--- config.mk ---
export PLATFORM = sky130hd
export DESIGN_NAME = cardstor_host_regs
export DESIGN_NICKNAME = d
export VERILOG_FILES = /design/src/rtl/shi_pkg.sv /design/src/rtl/shi_lock_arb.sv /design/src/rtl/shi_irq_ctl.sv /design/src/rtl/shi_card_model.sv /design/src/rtl/cardstor_host_regs.sv
export SDC_FILE = /design/constraint.sdc
export NUM_CORES = 1
export LEC_CHECK = 0
export BUFFER_PORTS_ARGS = -buffer_cell sky130_fd_sc_hd__buf_2
export CORE_MARGIN = 2
export CORE_UTILIZATION = 40
export CTS_BUF_LIST = sky130_fd_sc_hd__clkbuf_8
export DETAILED_ROUTE_END_ITERATION = 16
export PLACE_DENSITY = 0.58
export REMOVE_ABC_BUFFERS = 1
export SLEW_MARGIN = 25
export SYNTH_ARGS = -nofsm -noshare
export SYNTH_HDL_FRONTEND = slang
export SYNTH_SLANG_ARGS = --single-unit
--- constraint.sdc ---
create_clock -name clk -period 6.7 [get_ports clk]
set_clock_uncertainty 0.2 [all_clocks]
set_input_delay 0.67 -clock clk [delete_from_list [all_inputs] [get_ports clk]]
set_output_delay 0.67 -clock clk [all_outputs]
set_load 0.1 [all_outputs]
--- src/rtl/shi_pkg.sv ---
// Shared constants for the card storage host register interface.
// Assumes a 7-bit byte address space and 16-bit register accesses.
package shi_pkg;
    localparam int BUF_BYTES       = 32;
    localparam int SECTOR_BYTES    = 512;
    localparam int BUFS_PER_SECTOR = SECTOR_BYTES / BUF_BYTES;

    // register byte offsets
    localparam logic [6:0] OFS_MODE    = 7'h00;
    localparam logic [6:0] OFS_STAT_LO = 7'h04;
    localparam logic [6:0] OFS_STAT_HI = 7'h06;
    localparam logic [6:0] OFS_ERR     = 7'h08;
    localparam logic [6:0] OFS_LBA_LO  = 7'h10;
    localparam logic [6:0] OFS_LBA_HI  = 7'h12;
    localparam logic [6:0] OFS_CMD     = 7'h14;
    localparam logic [6:0] OFS_VER     = 7'h16;
    localparam logic [6:0] OFS_CTRL    = 7'h18;

    // status bit positions
    localparam int ST_GRANT   = 1;
    localparam int ST_CFGERR  = 2;
    localparam int ST_CARDERR = 3;
    localparam int ST_PRESENT = 4;
    localparam int ST_BUFRDY  = 5;
    localparam int ST_CMDRDY  = 8;
    localparam int ST_BUSY    = 17;

    // control bit positions
    localparam int CT_LOCKREQ = 1;
    localparam int CT_BUFIE   = 8;
    localparam int CT_ERRIE   = 9;
    localparam int CT_IRQCLR  = 11;

    // command codes (upper byte of the count/command word)
    localparam logic [7:0] OP_RESET = 8'd1;
    localparam logic [7:0] OP_IDENT = 8'd2;
    localparam logic [7:0] OP_READ  = 8'd3;
    localparam logic [7:0] OP_WRITE = 8'd4;
    localparam logic [7:0] OP_ABORT = 8'd6;

    localparam logic [7:0] IDENT_SEED = 8'h5A;

    typedef enum logic [1:0] {CS_IDLE, CS_BUSY, CS_READY} card_st_e;
endpackage

--- src/rtl/shi_lock_arb.sv ---
// Host lock arbiter: grants the lock LAT cycles after the request is
// seen and withdraws it the cycle after the request goes away.
// Assumes LAT >= 1.
module shi_lock_arb #(
    parameter int LAT = 4
) (
    input  logic clk,
    input  logic rst_n,
    input  logic req,
    output logic grant
);
    localparam int CW = $clog2(LAT + 1);

    logic [CW-1:0] cnt;

    // count request age, raise grant at the latency limit
    always_ff @(posedge clk) begin
        if (!rst_n || !req) begin
            cnt   <= '0;
            grant <= 1'b0;
        end else if (!grant) begin
            if (cnt == CW'(LAT - 1)) grant <= 1'b1;
            else                     cnt   <= cnt + 1'b1;
        end
    end
endmodule

--- src/rtl/shi_irq_ctl.sv ---
// Interrupt pending flag: set on a rising enabled cause, held while the
// clear bit is high, dropped when the clear bit returns low.
module shi_irq_ctl (
    input  logic clk,
    input  logic rst_n,
    input  logic src_buf,
    input  logic src_err,
    input  logic en_buf,
    input  logic en_err,
    input  logic clr,
    output logic irq
);
    logic cause, cause_q, clr_q;

    // combine the enabled sources
    always_comb cause = (src_buf && en_buf) || (src_err && en_err);

    // edge tracking and pending flag update
    always_ff @(posedge clk) begin
        if (!rst_n) begin
            cause_q <= 1'b0;
            clr_q   <= 1'b0;
            irq     <= 1'b0;
        end else begin
            cause_q <= cause;
            clr_q   <= clr;
            if (clr_q && !clr)               irq <= 1'b0;
            else if (!clr && cause && !cause_q) irq <= 1'b1;
        end
    end
endmodule

--- src/rtl/shi_card_model.sv ---
// Behavioural card: accepts commands, stays busy BUSY_LAT cycles per
// buffer, then exposes a 32-byte buffer consumed by window accesses.
// Assumes cmd_go and win_acc are already qualified by lock and presence.
module shi_card_model
    import shi_pkg::*;
#(
    parameter int BUSY_LAT = 8,
    parameter int MAX_SECT = 255
) (
    input  logic        clk,
    input  logic        rst_n,
    input  logic        present,
    input  logic        wide,
    input  logic        cmd_go,
    input  logic [7:0]  cmd_op,
    input  logic [7:0]  cmd_cnt,
    input  logic [7:0]  seed_in,
    input  logic        win_acc,
    output logic        busy,
    output logic        buf_rdy,
    output logic        cmd_rdy,
    output logic        card_err,
    output logic [15:0] rd_word
);
    localparam int BUFW = $clog2(MAX_SECT * BUFS_PER_SECTOR + 1);
    localparam int LW   = $clog2(BUSY_LAT + 1);
    localparam int BW   = $clog2(BUF_BYTES + 1);

    card_st_e       st;
    logic [LW-1:0]  lat;
    logic [BUFW-1:0] bufs;
    logic [BW-1:0]  fill;
    logic [BW-1:0]  step;
    logic [7:0]     pos, seed;
    logic           last_acc;

    // bytes per access and end-of-buffer detection
    always_comb begin
        step     = wide ? BW'(2) : BW'(1);
        last_acc = (fill + step) >= BW'(BUF_BYTES);
    end

    // card state sequencing
    always_ff @(posedge clk) begin
        if (!rst_n) begin
            st       <= CS_IDLE;
            lat      <= '0;
            bufs     <= '0;
            fill     <= '0;
            pos      <= '0;
            seed     <= '0;
            card_err <= 1'b0;
        end else if (!present) begin
            st   <= CS_IDLE;
            bufs <= '0;
        end else if (cmd_go && st != CS_IDLE &&
                     (cmd_op == OP_ABORT || cmd_op == OP_RESET)) begin
            st   <= CS_IDLE;
            bufs <= '0;
            if (cmd_op == OP_RESET) card_err <= 1'b0;
        end else begin
            case (st)
                CS_IDLE: begin
                    if (cmd_go) begin
                        case (cmd_op)
                            OP_RESET: card_err <= 1'b0;
                            OP_ABORT: ;
                            OP_IDENT: begin
                                bufs <= BUFW'(BUFS_PER_SECTOR);
                                seed <= IDENT_SEED;
                                st   <= CS_BUSY;
                                lat  <= '0;
                                pos  <= '0;
                            end
                            OP_READ, OP_WRITE: begin
                                if (cmd_cnt == 8'd0) begin
                                    card_err <= 1'b1;
                                end else begin
                                    bufs <= BUFW'(cmd_cnt) * BUFW'(BUFS_PER_SECTOR);
                                    seed <= seed_in;
                                    st   <= CS_BUSY;
                                    lat  <= '0;
                                    pos  <= '0;
                                end
                            end
                            default: card_err <= 1'b1;
                        endcase
                    end
                end
                CS_BUSY: begin
                    if (lat == LW'(BUSY_LAT - 1)) begin
                        st   <= CS_READY;
                        fill <= '0;
                    end else begin
                        lat <= lat + 1'b1;
                    end
                end
                CS_READY: begin
                    if (win_acc) begin
                        pos <= pos + 8'(step);
                        if (last_acc) begin
                            fill <= '0;
                            bufs <= bufs - 1'b1;
                            lat  <= '0;
                            st   <= (bufs == BUFW'(1)) ? CS_IDLE : CS_BUSY;
                        end else begin
                            fill <= fill + step;
                        end
                    end
                end
                default: st <= CS_IDLE;
            endcase
        end
    end

    // status flags and generated read data
    always_comb begin
        busy    = (st == CS_BUSY);
        buf_rdy = (st == CS_READY);
        cmd_rdy = (st == CS_IDLE) && present;
        rd_word = wide ? {(pos + 8'd1) ^ seed, pos ^ seed} : {8'h00, pos ^ seed};
    end
endmodule

--- src/rtl/cardstor_host_regs.sv ---
// Host register interface for a card storage controller. Decodes the
// register map, stores host-writable fields, qualifies commands and data
// window accesses by the lock grant, and instantiates the lock arbiter,
// the card model and the interrupt logic.
// Assumes one 16-bit access per strobe cycle, even byte offsets.
module cardstor_host_regs
    import shi_pkg::*;
#(
    parameter int          LOCK_LAT = 4,
    parameter int          BUSY_LAT = 8,
    parameter logic [15:0] VERSION  = 16'h1203
) (
    input  logic        clk,
    input  logic        rst_n,
    input  logic [6:0]  bus_addr,
    input  logic        bus_wr,
    input  logic        bus_rd,
    input  logic [15:0] bus_wdata,
    output logic [15:0] bus_rdata,
    input  logic        card_present,
    output logic        irq
);
    logic        wide;
    logic [27:0] lba;
    logic [15:0] cmd_reg, ctrl;
    logic        grant, busy, buf_rdy, cmd_rdy, card_err;
    logic [15:0] win_word;
    logic [31:0] status;
    logic        win_hit, win_acc, cmd_go;
    logic        lock_req, irq_clr, buf_ie, err_ie;

    // control field breakout
    always_comb begin
        lock_req = ctrl[CT_LOCKREQ];
        irq_clr  = ctrl[CT_IRQCLR];
        buf_ie   = ctrl[CT_BUFIE];
        err_ie   = ctrl[CT_ERRIE];
    end

    // access qualification
    always_comb begin
        win_hit = (bus_addr[6:5] == 2'b10);
        win_acc = win_hit && (bus_rd || bus_wr) && grant && buf_rdy;
        cmd_go  = bus_wr && (bus_addr == OFS_CMD) && grant && card_present;
    end

    // host-writable registers
    always_ff @(posedge clk) begin
        if (!rst_n) begin
            wide    <= 1'b0;
            lba     <= '0;
            cmd_reg <= '0;
            ctrl    <= '0;
        end else if (bus_wr) begin
            case (bus_addr)
                OFS_MODE:   wide       <= bus_wdata[0];
                OFS_LBA_LO: lba[15:0]  <= bus_wdata;
                OFS_LBA_HI: lba[27:16] <= bus_wdata[11:0];
                OFS_CMD:    cmd_reg    <= bus_wdata;
                OFS_CTRL:   ctrl       <= bus_wdata;
                default: ;
            endcase
        end
    end

    // status word assembly
    always_comb begin
        status             = '0;
        status[ST_GRANT]   = grant;
        status[ST_CFGERR]  = 1'b0;
        status[ST_CARDERR] = card_err;
        status[ST_PRESENT] = card_present;
        status[ST_BUFRDY]  = buf_rdy;
        status[ST_CMDRDY]  = cmd_rdy;
        status[ST_BUSY]    = busy;
    end

    // read data selection
    always_comb begin
        case (bus_addr)
            OFS_MODE:    bus_rdata = {15'd0, wide};
            OFS_STAT_LO: bus_rdata = status[15:0];
            OFS_STAT_HI: bus_rdata = status[31:16];
            OFS_ERR:     bus_rdata = {15'd0, card_err};
            OFS_LBA_LO:  bus_rdata = lba[15:0];
            OFS_LBA_HI:  bus_rdata = {4'd0, lba[27:16]};
            OFS_CMD:     bus_rdata = cmd_reg;
            OFS_VER:     bus_rdata = VERSION;
            OFS_CTRL:    bus_rdata = ctrl;
            default:     bus_rdata = (win_hit && buf_rdy && grant) ? win_word : 16'h0000;
        endcase
    end

    shi_lock_arb #(.LAT(LOCK_LAT)) i_lock (
        .clk   (clk),
        .rst_n (rst_n),
        .req   (lock_req),
        .grant (grant)
    );

    shi_card_model #(.BUSY_LAT(BUSY_LAT)) i_card (
        .clk      (clk),
        .rst_n    (rst_n),
        .present  (card_present),
        .wide     (wide),
        .cmd_go   (cmd_go),
        .cmd_op   (bus_wdata[15:8]),
        .cmd_cnt  (bus_wdata[7:0]),
        .seed_in  (lba[7:0]),
        .win_acc  (win_acc),
        .busy     (busy),
        .buf_rdy  (buf_rdy),
        .cmd_rdy  (cmd_rdy),
        .card_err (card_err),
        .rd_word  (win_word)
    );

    shi_irq_ctl i_irq (
        .clk     (clk),
        .rst_n   (rst_n),
        .src_buf (buf_rdy),
        .src_err (card_err),
        .en_buf  (buf_ie),
        .en_err  (err_ie),
        .clr     (irq_clr),
        .irq     (irq)
    );
endmodule

# After elaboration in Yosys (flattened, before gate mapping)
# Cells that the tools add are included.
[word_totals]
register_bits = 109
output_inout_bits = 17
elab_cells = 156
[op_classes]
n_addsub = 6
n_eq_ne = 30
reduce_logical = 51
magnitude_cmp = 1
bitwise_logic = 7
muxes = 44
[ops]
columns = ["cell", "n"]
rows = [
  ["16-bit one-hot mux with 9 select lines", 1],
  ["12-bit two-way mux", 4],
  ["12-bit one-hot mux with 2 select lines", 2],
  ["8-bit one-hot mux with 2 select lines", 3],
  ["7-bit by 5-bit == test with 1-bit output, second input constant", 5],
  ["16-bit two-way mux", 2],
  ["8-bit two-way mux", 4],
  ["6-bit AND reduction", 4],
  ["4-bit two-way mux", 5],
  ["6-bit two-way mux", 3],
  ["8-bit by 2-bit == test with 1-bit output, second input constant", 2],
  ["8-bit by 3-bit == test with 1-bit output, second input constant", 2],
  ["1-bit logical AND", 16],
  ["8-bit XOR", 2],
  ["7-bit by 3-bit == test with 1-bit output, second input constant", 2],
  ["12-bit by 1-bit == test with 1-bit output, second input constant", 1],
  ["2-bit two-way mux", 6],
  ["2-bit by 1-bit != test with 1-bit output, second input constant", 6],
  ["4-bit one-hot mux with 3 select lines", 1],
  ["6-bit one-hot mux with 2 select lines", 1],
  ["2-bit AND reduction", 6],
  ["2-bit nonzero test", 6],
  ["12-bit by 1-bit subtractor with 12-bit output, second input constant", 1],
  ["9-bit AND reduction", 1],
  ["31 further kinds", 53],
]

# Logic depth before layout (Yosys ltp)
[logic_depth]
word_depth = 8
depth_mapped = 11
mapped_depth_nobuf = 8

# Cells and area by module
# A second synthesis with hierarchy kept.
[hier_totals]
cells_unflattened = 739
area_unflattened_um2 = 6399.9
[by_module_without_submodules]
columns = ["mod", "n_inst", "area_each_um2", "cells_per_inst"]
rows = [
  ["cardstor_host_regs", 1, 3216.8, 357],
  ["shi_card_model", 1, 2890.3, 352],
  ["shi_lock_arb", 1, 171.4, 19],
  ["shi_irq_ctl", 1, 121.4, 11],
]

# Least setup slack after synthesis
# OpenSTA, ideal clock, no wires.
[synth_timing]
path_type = "input -> output"
startpoint = "in bus_addr[6]"
endpoint = "out bus_rdata[14]"
path_slack_ns = 2.767
path_buffers = 0
arrival_time_ns = 3.063
path_stages = 4
required_time_ns = 5.830
cell_sequence = "nand2_1 > nor3_1 > nand2_1 > o22ai_1"
[synth_between]
elab_chain_len = 5
word_cells_on_any_way = 14
classes_between = "eq/ne (9); mux (2); reduce/logical (3)"
[synth_lines]
columns = ["element", "line_no", "source"]
rows = [
  ["start, declared", "cardstor_host_regs.sv:15", "input logic [6:0] bus_addr,"],
  ["2-bit == test", "cardstor_host_regs.sv:42", "win_hit = (bus_addr[6:5] == 2'b10);"],
  ["1-bit logical AND (2 in a row)", "cardstor_host_regs.sv:90", "default: bus_rdata = (win_hit && buf_rdy && grant) ? win_word : 16'h0000;"],
  ["16-bit two-way mux", "cardstor_host_regs.sv:90", ""],
  ["16-bit one-hot mux with 9 select lines *", "cardstor_host_regs.sv:80", "case (bus_addr)"],
  ["end, declared", "cardstor_host_regs.sv:19", "output logic [15:0] bus_rdata,"],
]
# Every way passes the cells marked *; elsewhere a longest branch is shown, timed or not.

# Final worst setup path
[layout_timing]
startpoint = "reg i_card.st[0]"
endpoint = "out bus_rdata[9]"
[layout_between]
elab_chain_len = 5
[layout_lines]
columns = ["element", "line_no", "source"]
rows = [
  ["start, declared", "shi_card_model.sv:29", "card_st_e st;"],
  ["start signal, assigned", "shi_card_model.sv:105", "st <= (bufs == BUFW'(1)) ? CS_IDLE : CS_BUSY;"],
  ["2-bit == test", "shi_card_model.sv:119", "buf_rdy = (st == CS_READY);"],
  ["1-bit logical AND (2 in a row)", "cardstor_host_regs.sv:90", ""],
  ["16-bit two-way mux", "cardstor_host_regs.sv:90", ""],
  ["16-bit one-hot mux with 9 select lines", "cardstor_host_regs.sv:80", ""],
]
# Every way passes these cells.

==> impl_metrics.json <==
{
  "timing.slew.headroom_pct": 36.62,
  "die-area_mm2": 0.01520,
  "h-tree-depth": 3,
  "vias_in_the_first_global_route": 5211,
  "clockBufferDepth": 2,
  "worst_path_max_delay_cell": "sky130_fd_sc_hd__ha_1",
  "max_cap_viol_count": 0,
  "effective_utilization_at_floorplan_pct": 41.01,
  "row_count": 43,
  "crit_chain": "inv_1, ha_1, inv_1, nor3_1, buf_4, nand2_1, o211ai_1, buf_2",
  "cts_num_sinks": 109,
  "globalplace.congestion": 0.8560,
  "fin_tns_setup_ns": 0,
  "seq_area_frac_synth_pct": 38.33,
  "post_synthesis_cell_count": 739,
  "grt.total_usage_pct": 23.68,
  "clock_pin_slew_worst_setup_and_hold_paths_ns": 0.10,
  "maxClockFrequency_ghz": 0.2138,
  "cp_common_cell": "sky130_fd_sc_hd__inv_1",
  "total_power_mw": 1.078,
  "run_status": "finished, final reports clean",
  "ws_path_type": "register to output port",
  "min-delay-path-class": "register to register",
  "initialDrtViolationCount": 666,
  "average_footprint_of_a_synthesized_cell_um2": 7.704,
  "finalCritPeriodShare_pct": 69.81,
  "die-height_um": 123.3,
  "ant_diodes": 0,
  "unrepaired_setup_endpoints_after_global_routing": "false",
  "cp_num_buf_inv": 4,
  "cts_repair_resize_count": 0,
  "ys.warnings.count": 0,
  "viasPerCell": 5.937,
  "place.port_buffers": 44,
  "residual_drc_count": 0,
  "cp-start-kind": "register",
  "design.final.nets": 794,
  "leakage_power_nw": 2.162,
  "cts_setup_buffers": 0,
  "worst_slew_pin_slew_ns": 0.9506,
  "crit_required_ns": 5.83,
  "grt_pass1_wl_mm": 27.77,
  "clk-insertion-delay-late_ns": 0.39,
  "largest_register_ffs": 28,
  "synth-async-reset-ratio_pct": 0,
  "cp_max_fo": 24,
  "critPathTopFamily": "buffers and inverters",
  "timing.final.setup_violations": 0,
  "layout-area-overhead-vs-synth_pct": 8.330,
  "worst-endpoint-arrival_ns": 3.81,
  "slowest_delay_ns": 0.77,
  "synth-main-ff-cell": "sky130_fd_sc_hd__dfxtp_1",
  "final_period_minus_worst_setup_slack_ns": 4.677,
  "drv_slew": 0,
  "power-per-cell-area_mw_per_mm2": 174.8,
  "number_of_flops_mapped_to_enable_cells_by_yosys": 0,
  "antenna_left": 0,
  "dp_hpwl_mm": 11.80,
  "drive_above_1_share_pct": 11.02,
  "timing.critical_path.to_type": "output port",
  "die-width_um": 123.3,
  "drt_pass1_iterations": 8,
  "tritoncts": "yes",
  "antenna_found_initial": 0,
  "synth_seq_cells": 109,
  "final-hold-violation-count": 0,
  "layout.filler_cells": 1395,
  "io_pins": 45,
  "grt_overflow_total": 0,
  "placeableCoreArea_mm2": 0.01388,
  "clk_root_buffer_cell": "sky130_fd_sc_hd__clkbuf_8",
  "synth_cell_types": 64,
  "worst_ir_drop_vdd_mv": 0.1160,
  "routed-via-count": 5539,
  "grt_start_max_net_pins": 88,
  "synth.cell_area_mm2": 0.005693,
  "cts_buffers": 9,
  "wl_per_cell_um": 18.50,
  "postCtsHoldBufs": 0,
  "routed_wirelength_mm": 17.26
}
[cell families (layout without fill, tap and decap cells)]
logic type | count (synthesis) | after routing | share of synthesized area [%]
xor gates and xnor gates | 19 | 19 | 2.923
muxes | 7 | 7 | 1.451
AOI/OAI and AO/OA | 191 | 191 | 21.58
and+or+nand+nor | 326 | 326 | 27.21
adders and majority gates | 16 | 16 | 3.780
buffers and inverters | 71 | 85 | 4.725
DFF | 109 | 109 | 38.33
[path summary, 6_finish.rpt]
kind | startpoint | to | slack, ns | cells past startpoint
worst max register to register | wide$_SDFFE_PN0P_ | i_card.lat[2]$_SDFFE_PN0P_ | 3.60 | 8
worst min-delay path | cmd_reg[3]$_SDFFE_PN0N_ | cmd_reg[3]$_SDFFE_PN0N_ | 0.26 | 2
worst max-delay path | i_card.st[0]$_SDFFE_PP0P_ | bus_rdata[9] | 2.02 | 8
worst min register to register | cmd_reg[3]$_SDFFE_PN0N_ | cmd_reg[3]$_SDFFE_PN0N_ | 0.26 | 2
[tightest hold or removal path: cells and delay by family, from the launching register on]
kind             cells  cell delay [ns]
flip-flops           1             0.32
AND/OR/NAND/NOR      1             0.05
AO/OA/AOI/OAI        1             0.05
[cell usage after synthesis, types with 4 or more instances]
| cell type | count | area (µm²) |
|---|---|---|
| sky130_fd_sc_hd__ha_1 | 14 | 175.2 |
| sky130_fd_sc_hd__a222oi_1 | 10 | 100.1 |
| sky130_fd_sc_hd__and2_1 | 4 | 25.02 |
| sky130_fd_sc_hd__or4_1 | 6 | 45.04 |
| sky130_fd_sc_hd__a32o_1 | 5 | 50.05 |
| sky130_fd_sc_hd__a21oi_1 | 93 | 465.5 |
| sky130_fd_sc_hd__nor2_1 | 52 | 195.2 |
| sky130_fd_sc_hd__o211ai_1 | 4 | 30.03 |
| sky130_fd_sc_hd__mux2i_1 | 6 | 60.06 |
| sky130_fd_sc_hd__or3_1 | 6 | 37.54 |
| sky130_fd_sc_hd__clkbuf_1 | 49 | 183.9 |
| sky130_fd_sc_hd__nand3b_1 | 5 | 37.54 |
| sky130_fd_sc_hd__nand2_1 | 130 | 488.0 |
| sky130_fd_sc_hd__nand4_1 | 7 | 43.79 |
| sky130_fd_sc_hd__xor2_1 | 9 | 78.83 |
| sky130_fd_sc_hd__a221oi_1 | 5 | 43.79 |
| sky130_fd_sc_hd__a31oi_1 | 6 | 37.54 |
| sky130_fd_sc_hd__o21ai_1 | 4 | 20.02 |
| sky130_fd_sc_hd__o22ai_1 | 5 | 31.28 |
| sky130_fd_sc_hd__nor4_1 | 4 | 25.02 |
| sky130_fd_sc_hd__nand3_1 | 62 | 310.3 |
| sky130_fd_sc_hd__xnor2_1 | 10 | 87.58 |
| sky130_fd_sc_hd__nor3_1 | 26 | 130.1 |
| sky130_fd_sc_hd__o21ai_0 | 19 | 95.09 |
| sky130_fd_sc_hd__dfxtp_1 | 109 | 2182 |
| sky130_fd_sc_hd__a22oi_1 | 9 | 67.56 |
| sky130_fd_sc_hd__inv_1 | 20 | 75.07 |
| sky130_fd_sc_hd__o311ai_1 | 4 | 35.03 |
[routing by layer]
metal | vias up | part of all wire, % | GRT usage [%]
met2 | 185 | 46 | 37.67
li1 | 2675 | - | -
met1 | 2661 | 45 | 32.48
met4 | 0 | 1.8 | 8.026
met5 | - | 0 | 0
met3 | 18 | 6.7 | 4.013
[layout by cell type (no fill, tap or decap), types with 4 or more instances in the layout]
cell                       count
sky130_fd_sc_hd__buf_4         7
sky130_fd_sc_hd__buf_2        44
sky130_fd_sc_hd__nand2_1     130
sky130_fd_sc_hd__o22ai_1       5
sky130_fd_sc_hd__and2_1        4
sky130_fd_sc_hd__or3_1         6
sky130_fd_sc_hd__a21oi_1      93
sky130_fd_sc_hd__nor4_1        4
sky130_fd_sc_hd__dfxtp_1     109
sky130_fd_sc_hd__nor3_1       25
sky130_fd_sc_hd__xnor2_1      10
sky130_fd_sc_hd__a31oi_1       6
sky130_fd_sc_hd__nand4_1       7
sky130_fd_sc_hd__o21ai_0      19
sky130_fd_sc_hd__a32o_1        5
sky130_fd_sc_hd__a22oi_1       9
sky130_fd_sc_hd__or4_1         6
sky130_fd_sc_hd__a221oi_1      5
sky130_fd_sc_hd__nor2_1       51
sky130_fd_sc_hd__o311ai_1      4
sky130_fd_sc_hd__mux2i_1       6
sky130_fd_sc_hd__xor2_1        9
sky130_fd_sc_hd__inv_1        19
sky130_fd_sc_hd__clkbuf_8      9
sky130_fd_sc_hd__ha_1         14
sky130_fd_sc_hd__nand3b_1      5
sky130_fd_sc_hd__a222oi_1     10
sky130_fd_sc_hd__nand3_1      62
sky130_fd_sc_hd__o21ai_1       4
sky130_fd_sc_hd__o211ai_1      4
[area by class of cell]
type                    count  area [µm²]  area share (%)
well taps                 180       225.2           3.652
multi-input cells         559        3249           52.69
clock inverters             5       38.79          0.6289
flip-flops and latches    109        2182           35.38
clock buffers               9       123.9           2.009
repair buffers             51       272.8           4.423
inverters                  20       75.07           1.217
[power by group]
part	switching, mW	internal, mW	leakage [nW]
sequential	0.000550	0.648	0.878
combinational	0.0463	0.0141	1.20
clock	0.236	0.133	0.0815
total	0.282	0.796	2.16
[per-stage QoR]
step	hold WS [ns]	worst slack, ns	cell area, µm²	instances	util (%)
final	0.2586	2.023	6167	933	44.43
after global routing	0.2773	1.787	6167	933	44.43
after CTS	0.2591	2.045	6165	933	44.41
after detailed placement	0.2458	2.478	6002	919	43.24
after global placement	0.2399	2.627	6002	919	43.24
after floorplan	0.2312	2.131	5499	688	-
(Power assumes the default switching activity.)
